`src/rtl/rg_pkg.sv`:
```
package rg_pkg;
  typedef enum logic [1:0] {
    RULE_OPEN   = 2'b00,
    RULE_RDONLY = 2'b01,
    RULE_BLOCK  = 2'b10,
    RULE_TRAP   = 2'b11
  } rule_e;

  typedef enum logic [1:0] {
    ACC_READ  = 2'b00,
    ACC_WRITE = 2'b01,
    ACC_EXEC  = 2'b10,
    ACC_RSVD  = 2'b11
  } kind_e;

  typedef enum logic [1:0] {
    FLT_NONE  = 2'b00,
    FLT_READ  = 2'b01,
    FLT_WRITE = 2'b10,
    FLT_EXEC  = 2'b11
  } fault_e;

  localparam int MIN_LOG2 = 5;
endpackage

```
`src/rtl/rg_bank.sv`:
```
module rg_bank
  import rg_pkg::*;
#(
  parameter int NREG   = 8,
  parameter int ADDR_W = 32,
  parameter int PID_W  = 4,
  parameter int SZ_W   = 5,
  localparam int IDX_W = $clog2(NREG)
) (
  input  logic              clk,
  input  logic              rst_n,
  input  logic              we,
  input  logic [IDX_W-1:0]  idx,
  input  logic              wr_en,
  input  logic [ADDR_W-1:0] wr_base,
  input  logic [SZ_W-1:0]   wr_size,
  input  logic [PID_W-1:0]  wr_owner,
  input  rule_e             wr_rule,
  output logic              en_q    [NREG],
  output logic [ADDR_W-1:0] base_q  [NREG],
  output logic [SZ_W-1:0]   size_q  [NREG],
  output logic [PID_W-1:0]  owner_q [NREG],
  output rule_e             rule_q  [NREG]
);
  localparam logic [SZ_W-1:0] SZ_MIN = SZ_W'(MIN_LOG2);

  logic [SZ_W-1:0] size_clamped;
  assign size_clamped = (wr_size < SZ_MIN) ? SZ_MIN : wr_size;

  for (genvar g = 0; g < NREG; g++) begin : g_reg
    logic              sel;
    logic              en_d;
    logic [ADDR_W-1:0] base_d;
    logic [SZ_W-1:0]   size_d;
    logic [PID_W-1:0]  owner_d;
    rule_e             rule_d;

    assign sel = we && (idx == IDX_W'(g));

    always_comb begin
      en_d    = en_q[g];
      base_d  = base_q[g];
      size_d  = size_q[g];
      owner_d = owner_q[g];
      rule_d  = rule_q[g];
      if (sel) begin
        en_d    = wr_en;
        base_d  = wr_base;
        size_d  = size_clamped;
        owner_d = wr_owner;
        rule_d  = wr_rule;
      end
    end

    always_ff @(posedge clk or negedge rst_n) begin
      if (!rst_n) begin
        en_q[g]    <= 1'b0;
        base_q[g]  <= '0;
        size_q[g]  <= SZ_MIN;
        owner_q[g] <= '0;
        rule_q[g]  <= RULE_OPEN;
      end else begin
        en_q[g]    <= en_d;
        base_q[g]  <= base_d;
        size_q[g]  <= size_d;
        owner_q[g] <= owner_d;
        rule_q[g]  <= rule_d;
      end
    end
  end
endmodule

```
`src/rtl/rg_match.sv`:
```
module rg_match
  import rg_pkg::*;
#(
  parameter int ADDR_W = 32,
  parameter int PID_W  = 4,
  parameter int SZ_W   = 5
) (
  input  logic [ADDR_W-1:0] addr,
  input  logic [PID_W-1:0]  pid,
  input  kind_e             kind,
  input  logic              en,
  input  logic [ADDR_W-1:0] base,
  input  logic [SZ_W-1:0]   size,
  input  logic [PID_W-1:0]  owner,
  input  rule_e             rule,
  output logic              hit,
  output logic              deny,
  output logic              trap
);
  logic [ADDR_W-1:0] keep;
  logic              is_owner;

  // Keep the bits at and above the size exponent for the compare.
  always_comb begin
    for (int b = 0; b < ADDR_W; b++) begin
      keep[b] = (b >= int'(size));
    end
  end

  assign hit      = en && (((addr ^ base) & keep) == '0);
  assign is_owner = (pid == owner);

  always_comb begin
    deny = 1'b0;
    if (!is_owner) begin
      case (rule)
        RULE_OPEN:   deny = 1'b0;
        RULE_RDONLY: deny = (kind == ACC_WRITE) || (kind == ACC_EXEC);
        default:     deny = 1'b1;
      endcase
    end
  end

  assign trap = !is_owner && (rule == RULE_TRAP) && (kind == ACC_EXEC);
endmodule

```
`src/rtl/rg_pick.sv`:
```
module rg_pick #(
  parameter int NREG = 8
) (
  input  logic [NREG-1:0] hit,
  input  logic [NREG-1:0] deny,
  input  logic [NREG-1:0] trap,
  output logic            deny_o,
  output logic            trap_o
);
  // Ascending scan: a later (higher-index) hit overrides earlier ones.
  always_comb begin
    deny_o = 1'b0;
    trap_o = 1'b0;
    for (int r = 0; r < NREG; r++) begin
      if (hit[r]) begin
        deny_o = deny[r];
        trap_o = trap[r];
      end
    end
  end
endmodule

```
`src/rtl/region_guard.sv`:
```
module region_guard
  import rg_pkg::*;
#(
  parameter int NREG   = 8,
  parameter int ADDR_W = 32,
  parameter int PID_W  = 4,
  parameter int SZ_W   = 5,
  localparam int IDX_W = $clog2(NREG)
) (
  input  logic              clk,
  input  logic              rst_n,
  input  logic              cfg_we,
  input  logic [IDX_W-1:0]  cfg_idx,
  input  logic              cfg_en,
  input  logic [ADDR_W-1:0] cfg_base,
  input  logic [SZ_W-1:0]   cfg_size,
  input  logic [PID_W-1:0]  cfg_owner,
  input  logic [1:0]        cfg_rule,
  input  logic              acc_valid,
  input  logic [ADDR_W-1:0] acc_addr,
  input  logic [PID_W-1:0]  acc_pid,
  input  logic [1:0]        acc_kind,
  output logic              rsp_valid,
  output logic              rsp_allow,
  output logic [1:0]        rsp_fault,
  output logic              rsp_halt,
  output logic [ADDR_W-1:0] fault_addr
);
  // Reset synchronizer: asserts asynchronously, releases on the clock.
  logic [1:0] rst_pipe;
  logic       rst_s_n;
  always_ff @(posedge clk or negedge rst_n) begin
    if (!rst_n) rst_pipe <= 2'b00;
    else        rst_pipe <= {rst_pipe[0], 1'b1};
  end
  assign rst_s_n = rst_pipe[1];

  logic              en_q    [NREG];
  logic [ADDR_W-1:0] base_q  [NREG];
  logic [SZ_W-1:0]   size_q  [NREG];
  logic [PID_W-1:0]  owner_q [NREG];
  rule_e             rule_q  [NREG];

  rg_bank #(.NREG(NREG), .ADDR_W(ADDR_W), .PID_W(PID_W), .SZ_W(SZ_W)) u_bank (
    .clk(clk), .rst_n(rst_s_n), .we(cfg_we), .idx(cfg_idx), .wr_en(cfg_en),
    .wr_base(cfg_base), .wr_size(cfg_size), .wr_owner(cfg_owner),
    .wr_rule(rule_e'(cfg_rule)), .en_q(en_q), .base_q(base_q),
    .size_q(size_q), .owner_q(owner_q), .rule_q(rule_q)
  );

  kind_e           kind;
  logic [NREG-1:0] hit_v, deny_v, trap_v;
  assign kind = kind_e'(acc_kind);

  for (genvar g = 0; g < NREG; g++) begin : g_match
    rg_match #(.ADDR_W(ADDR_W), .PID_W(PID_W), .SZ_W(SZ_W)) u_match (
      .addr(acc_addr), .pid(acc_pid), .kind(kind), .en(en_q[g]),
      .base(base_q[g]), .size(size_q[g]), .owner(owner_q[g]),
      .rule(rule_q[g]), .hit(hit_v[g]), .deny(deny_v[g]), .trap(trap_v[g])
    );
  end

  logic deny_any, trap_any;
  rg_pick #(.NREG(NREG)) u_pick (
    .hit(hit_v), .deny(deny_v), .trap(trap_v),
    .deny_o(deny_any), .trap_o(trap_any)
  );

  // Next-state for the response registers.
  logic              valid_d, allow_d, halt_d;
  fault_e            fault_d;
  logic [ADDR_W-1:0] faddr_d;

  always_comb begin
    valid_d = acc_valid;
    allow_d = 1'b0;
    halt_d  = 1'b0;
    fault_d = FLT_NONE;
    faddr_d = fault_addr;
    if (acc_valid) begin
      allow_d = !deny_any;
      halt_d  = trap_any;
      if (deny_any) begin
        faddr_d = acc_addr;
        case (kind)
          ACC_WRITE: fault_d = FLT_WRITE;
          ACC_EXEC:  fault_d = FLT_EXEC;
          default:   fault_d = FLT_READ;
        endcase
      end
    end
  end

  always_ff @(posedge clk or negedge rst_s_n) begin
    if (!rst_s_n) begin
      rsp_valid  <= 1'b0;
      rsp_allow  <= 1'b0;
      rsp_halt   <= 1'b0;
      rsp_fault  <= FLT_NONE;
      fault_addr <= '0;
    end else begin
      rsp_valid  <= valid_d;
      rsp_allow  <= allow_d;
      rsp_halt   <= halt_d;
      rsp_fault  <= fault_d;
      fault_addr <= faddr_d;
    end
  end
endmodule

```
`config.mk`:
```
export PLATFORM = sky130hd
export DESIGN_NAME = region_guard
export DESIGN_NICKNAME = d
export VERILOG_FILES = /design/src/rtl/rg_pkg.sv /design/src/rtl/rg_bank.sv /design/src/rtl/rg_match.sv /design/src/rtl/rg_pick.sv /design/src/rtl/region_guard.sv
export SDC_FILE = /design/constraint.sdc
export NUM_CORES = 1
export LEC_CHECK = 0
export CORE_MARGIN = 3
export CORE_UTILIZATION = 50
export DETAILED_ROUTE_END_ITERATION = 10
export DONT_BUFFER_PORTS = 1
export RECOVER_POWER = 50
export SLEW_MARGIN = 15
export SYNTH_ARGS = -nofsm -noshare
export SYNTH_HDL_FRONTEND = slang
export SYNTH_HIERARCHICAL = 1
export SYNTH_SLANG_ARGS = --single-unit
```
`constraint.sdc`:
```
create_clock -name clk -period 17.3 [get_ports clk]
set_clock_uncertainty 0.15 [all_clocks]
set_input_delay 1.73 -clock clk [delete_from_list [all_inputs] [get_ports clk]]
set_output_delay 1.73 -clock clk [all_outputs]
set_load 0.05 [all_outputs]
```
==> run_results.csv <==
group,metric,value,unit
floorplan,fp-row-count,76,
final_layout,final.fill_count,3722,
yosys,synth_area_leader_cell,"dfrtp_1",
sta,slew_headroom,-1.750,
sta,totalNegativeSetupSlack,0,ns
yosys,synth_top_family_by_area,"multiplexers",
flow_run,drv_cap,9,
yosys,synth_fa_ha_area_frac,0.008802,
pwr,internal-power,2.034,mW
yosys,syn_area,0.02189,mm²
sta,hold_viol_final,0,
setup_path,required,17.72,ns
setup_path,cp-startpoint,"rst_pipe[1]",
clock_network,cts_tree,"done",
setup_path,slowest_delay,2.98,ns
setup_path,cp_cell_sequence,"clkbuf_1 > buf_4",
detailed_routing,vias,14470,
sta,holdWs,0.1963,ns
yosys,yosysTopAreaCellShare,0.4286,
clock_network,clkSlewWorstSetupHoldPaths,0.06,ns
worst_hold_path,hold_path_startpoint,"rst_pipe[0]",
yosys,syn_avg_cell_area,12.45,µm²
grt,overflow,0,
clock_network,cts-resized-gates,0,
grt,grt_pass1_vias,14810,
sta,tightestPinTransition,4.125,ns
setup_path,critPathArrivalTime,6.34,ns
final_layout,nNetsFinal,1814,
clock_network,clockBufferDepth,3,
yosys,syn_nets,1856,
pwr,power_density,132.8,mW/mm²
sta,period_needed,5.926,ns
final_layout,regArea,0.009804,mm²
yosys,synthArstFlopShare,1.000,
setup_path,crit_type,"flop to asynchronous set/reset pin",
pwr,p_leak,9.558,nW
detailed_routing,wl,69.24,mm
sta,finalSetupViolations,0,
detailed_routing,remaining_drc_errors,0,
yosys,ys_ff_latch,391,
sta,rsz0062_at_grt,"false",
clock_network,hold_buffers,0,
pwr,sw_frac_of_total,0.3373,
yosys,ys.flop_type,"dfrtp_1",
yosys,ys_top_cells_by_area,"dfrtp_1, mux2_2, mux2_4",
clock_network,h-tree-depth,2,
grt,grt_pass1_wl,101.3,mm
sta,fmax,168.7,MHz
detailed_routing,routedWlPerCell,29.69,µm
yosys,synth_warnings,6,
floorplan,die_area,0.04633,mm²
clock_network,root_buffer,"clkbuf_16",
outcome,outcome,"finished with violations",
setup_path,critical_path.slowest_cell,"clkbuf_1",
pwr,p_seq_frac,0.449,
sta,fin_crit_sh,0.3425,
floorplan,dieHeight,215.2,µm
setup_path,crit_fanout,74,
outcome,violations,"max-capacitance violations, max-slew violations",
final_layout,n_antenna_cell,0,
place,dp_hpwl,45.33,mm
pwr,ir_worst_vdd,0.0001032,V
yosys,synth-compound-area-share,0.1050,
final_layout,drive_above_1_share,0.2822,
floorplan,die_width,215.2,µm
final_layout,area_growth,5.601,%
sta,finalMaxSlewViolations,518,
setup_path,reg2reg_from,"rst_pipe[1]",
place,io_buffer_count,0,
grt,grt_max_degree,75,
detailed_routing,via_per_inst,6.204,
yosys,muxShareOfSynthArea,0.2098,
detailed_routing,dr.pass1.iters,6,
yosys,ys_seq_area_frac,0.4478,
detailed_routing,drt_iter0_markers,1493,
pwr,p_comb_frac,0.252,
setup_path,start_kind,"flop",
detailed_routing,ant_nets,0,
clock_network,clk_latency,0.59,ns
yosys,synthCells,1758,
yosys,synthXorXnorAreaFrac,0.1180,
pwr,p_total,3.069,mW
grt,grt_usage,0.2962,
grt,antenna_found_initial,0,
clock_network,cts_sinks,391,
clock_network,post_cts_buffers,0,
floorplan,coreArea,0.04317,mm²
pwr,switchingPower,1.035,mW
place,gp_congestion,1.021,
yosys,synthDistinctLibCells,54,
setup_path,cp-end-kind,"asynchronous set/reset pin",
final_layout,multiInputGateArea,0.01093,mm²
worst_hold_path,hp-class,"flop to flop",
yosys,synth_edf_count,0,
pwr,p_clk_frac,0.299,
yosys,synthSimpleGateAreaFrac,0.05658,
clock_network,cts_buffers,43,
floorplan,io-pin-count,126,
floorplan,start_util,0.5071,
path summary, 6_finish.rpt:
check / endpoint / slack, ns / cells past startpoint
max in group clk: fault_addr[25] / 12.25 / 11
setup reg to reg: u_bank/base_q[10] / 11.37 / 2
min in group asynchronous: rsp_fault[0] / 0.60 / 0
hold reg to reg: rst_pipe[1] / 0.20 / 0
hold / removal: rst_pipe[1] / 0.20 / 0
setup / recovery: u_bank/base_q[10] / 11.37 / 2
flip-flops by register name, summed over array words and instances, names as in the netlist:
name,flops
rst_pipe,2
u_bank/size_q,40
u_bank/owner_q,32
rsp_fault,2
u_bank/en_q,8
rsp_halt,1
rsp_allow,1
fault_addr,32
u_bank/base_q,256
u_bank/rule_q,16
rsp_valid,1
cell type report:
type | count | area share
well taps | 585 | 0.03166
multi-input cells | 1226 | 0.4728
inverters | 32 | 0.005196
repair buffers | 22 | 0.005845
clock buffers | 68 | 0.05672
clock inverters | 8 | 0.003680
flip-flops and latches | 391 | 0.4241
synthesized netlist by cell type, types with 33 or more instances:
cell and number:
dfrtp_1 375, mux2_2 227, xnor2_1 200, mux2_4 133
xor2_1 80, a21oi_1 73, o21ai_0 62, nand3_1 56
nand2_1 49, nor2_1 37, buf_6 33
routing by layer:
metal | track usage | share of wire
met1 | 0.3907 | 0.41
met2 | 0.4744 | 0.46
met3 | 0.07975 | 0.094
met4 | 0.1024 | 0.039
met5 | 0 | 0
cell families after synthesis:
kind of cell | count (synthesis)
xor gates and xnor gates | 288
other | 1
adders and majority gates | 17
DFF | 391
muxes | 364
and+or+nand+nor | 236
AOI/OAI and AO/OA | 320
buffers and inverters | 141
metrics by stage:
| stage | util | cells | area (µm²) | setup WS [ns] |
|---|---|---|---|---|
| global route | 0.5355 | 2332 | 23120 | 10.35 |
| detailed placement | 0.5039 | 2256 | 21760 | 11.68 |
| CTS | 0.5363 | 2332 | 23150 | 12.28 |
| finish | 0.5355 | 2332 | 23120 | 11.37 |
| global placement | 0.5039 | 2256 | 21760 | 11.73 |
| floorplan | - | 1758 | 21890 | 5.473 |
cells in the final DEF (no fill, tap or decap), types with 9 or more instances in the layout:
master,instances
dfrtp_1,375
mux2_2,227
xnor2_1,200
mux2_4,133
xor2_1,80
a21oi_1,73
o21ai_0,62
nand3_1,56
nand2_1,49
clkbuf_16,44
nor2_1,37
inv_1,32
nor4_1,32
o21ai_1,26
o31ai_1,24
clkbuf_1,20
and2_1,17
o211ai_1,16
o311ai_1,16
a22o_1,16
a22oi_1,16
dfstp_2,16
buf_4,14
clkbuf_8,12
a31oi_1,10
ha_1,9
a211oi_1,9
nand4_1,9
power groups by stage:
stage	Combinational (mW)	Sequential (mW)	Clock, mW
after global routing	0.822	1.39	0.977
after floorplan	0.656	1.24	0
after global placement	0.749	1.37	0
after CTS	0.761	1.36	0.935
final	0.773	1.38	0.919
after detailed placement	0.757	1.38	0
worst max-delay path, delay by kind of cell (launching register included):
family                 cells  cell delay [ns]
DFF                        1             1.55
buffers and inverters      2             4.08
Power figures use the tool's default switching activity.
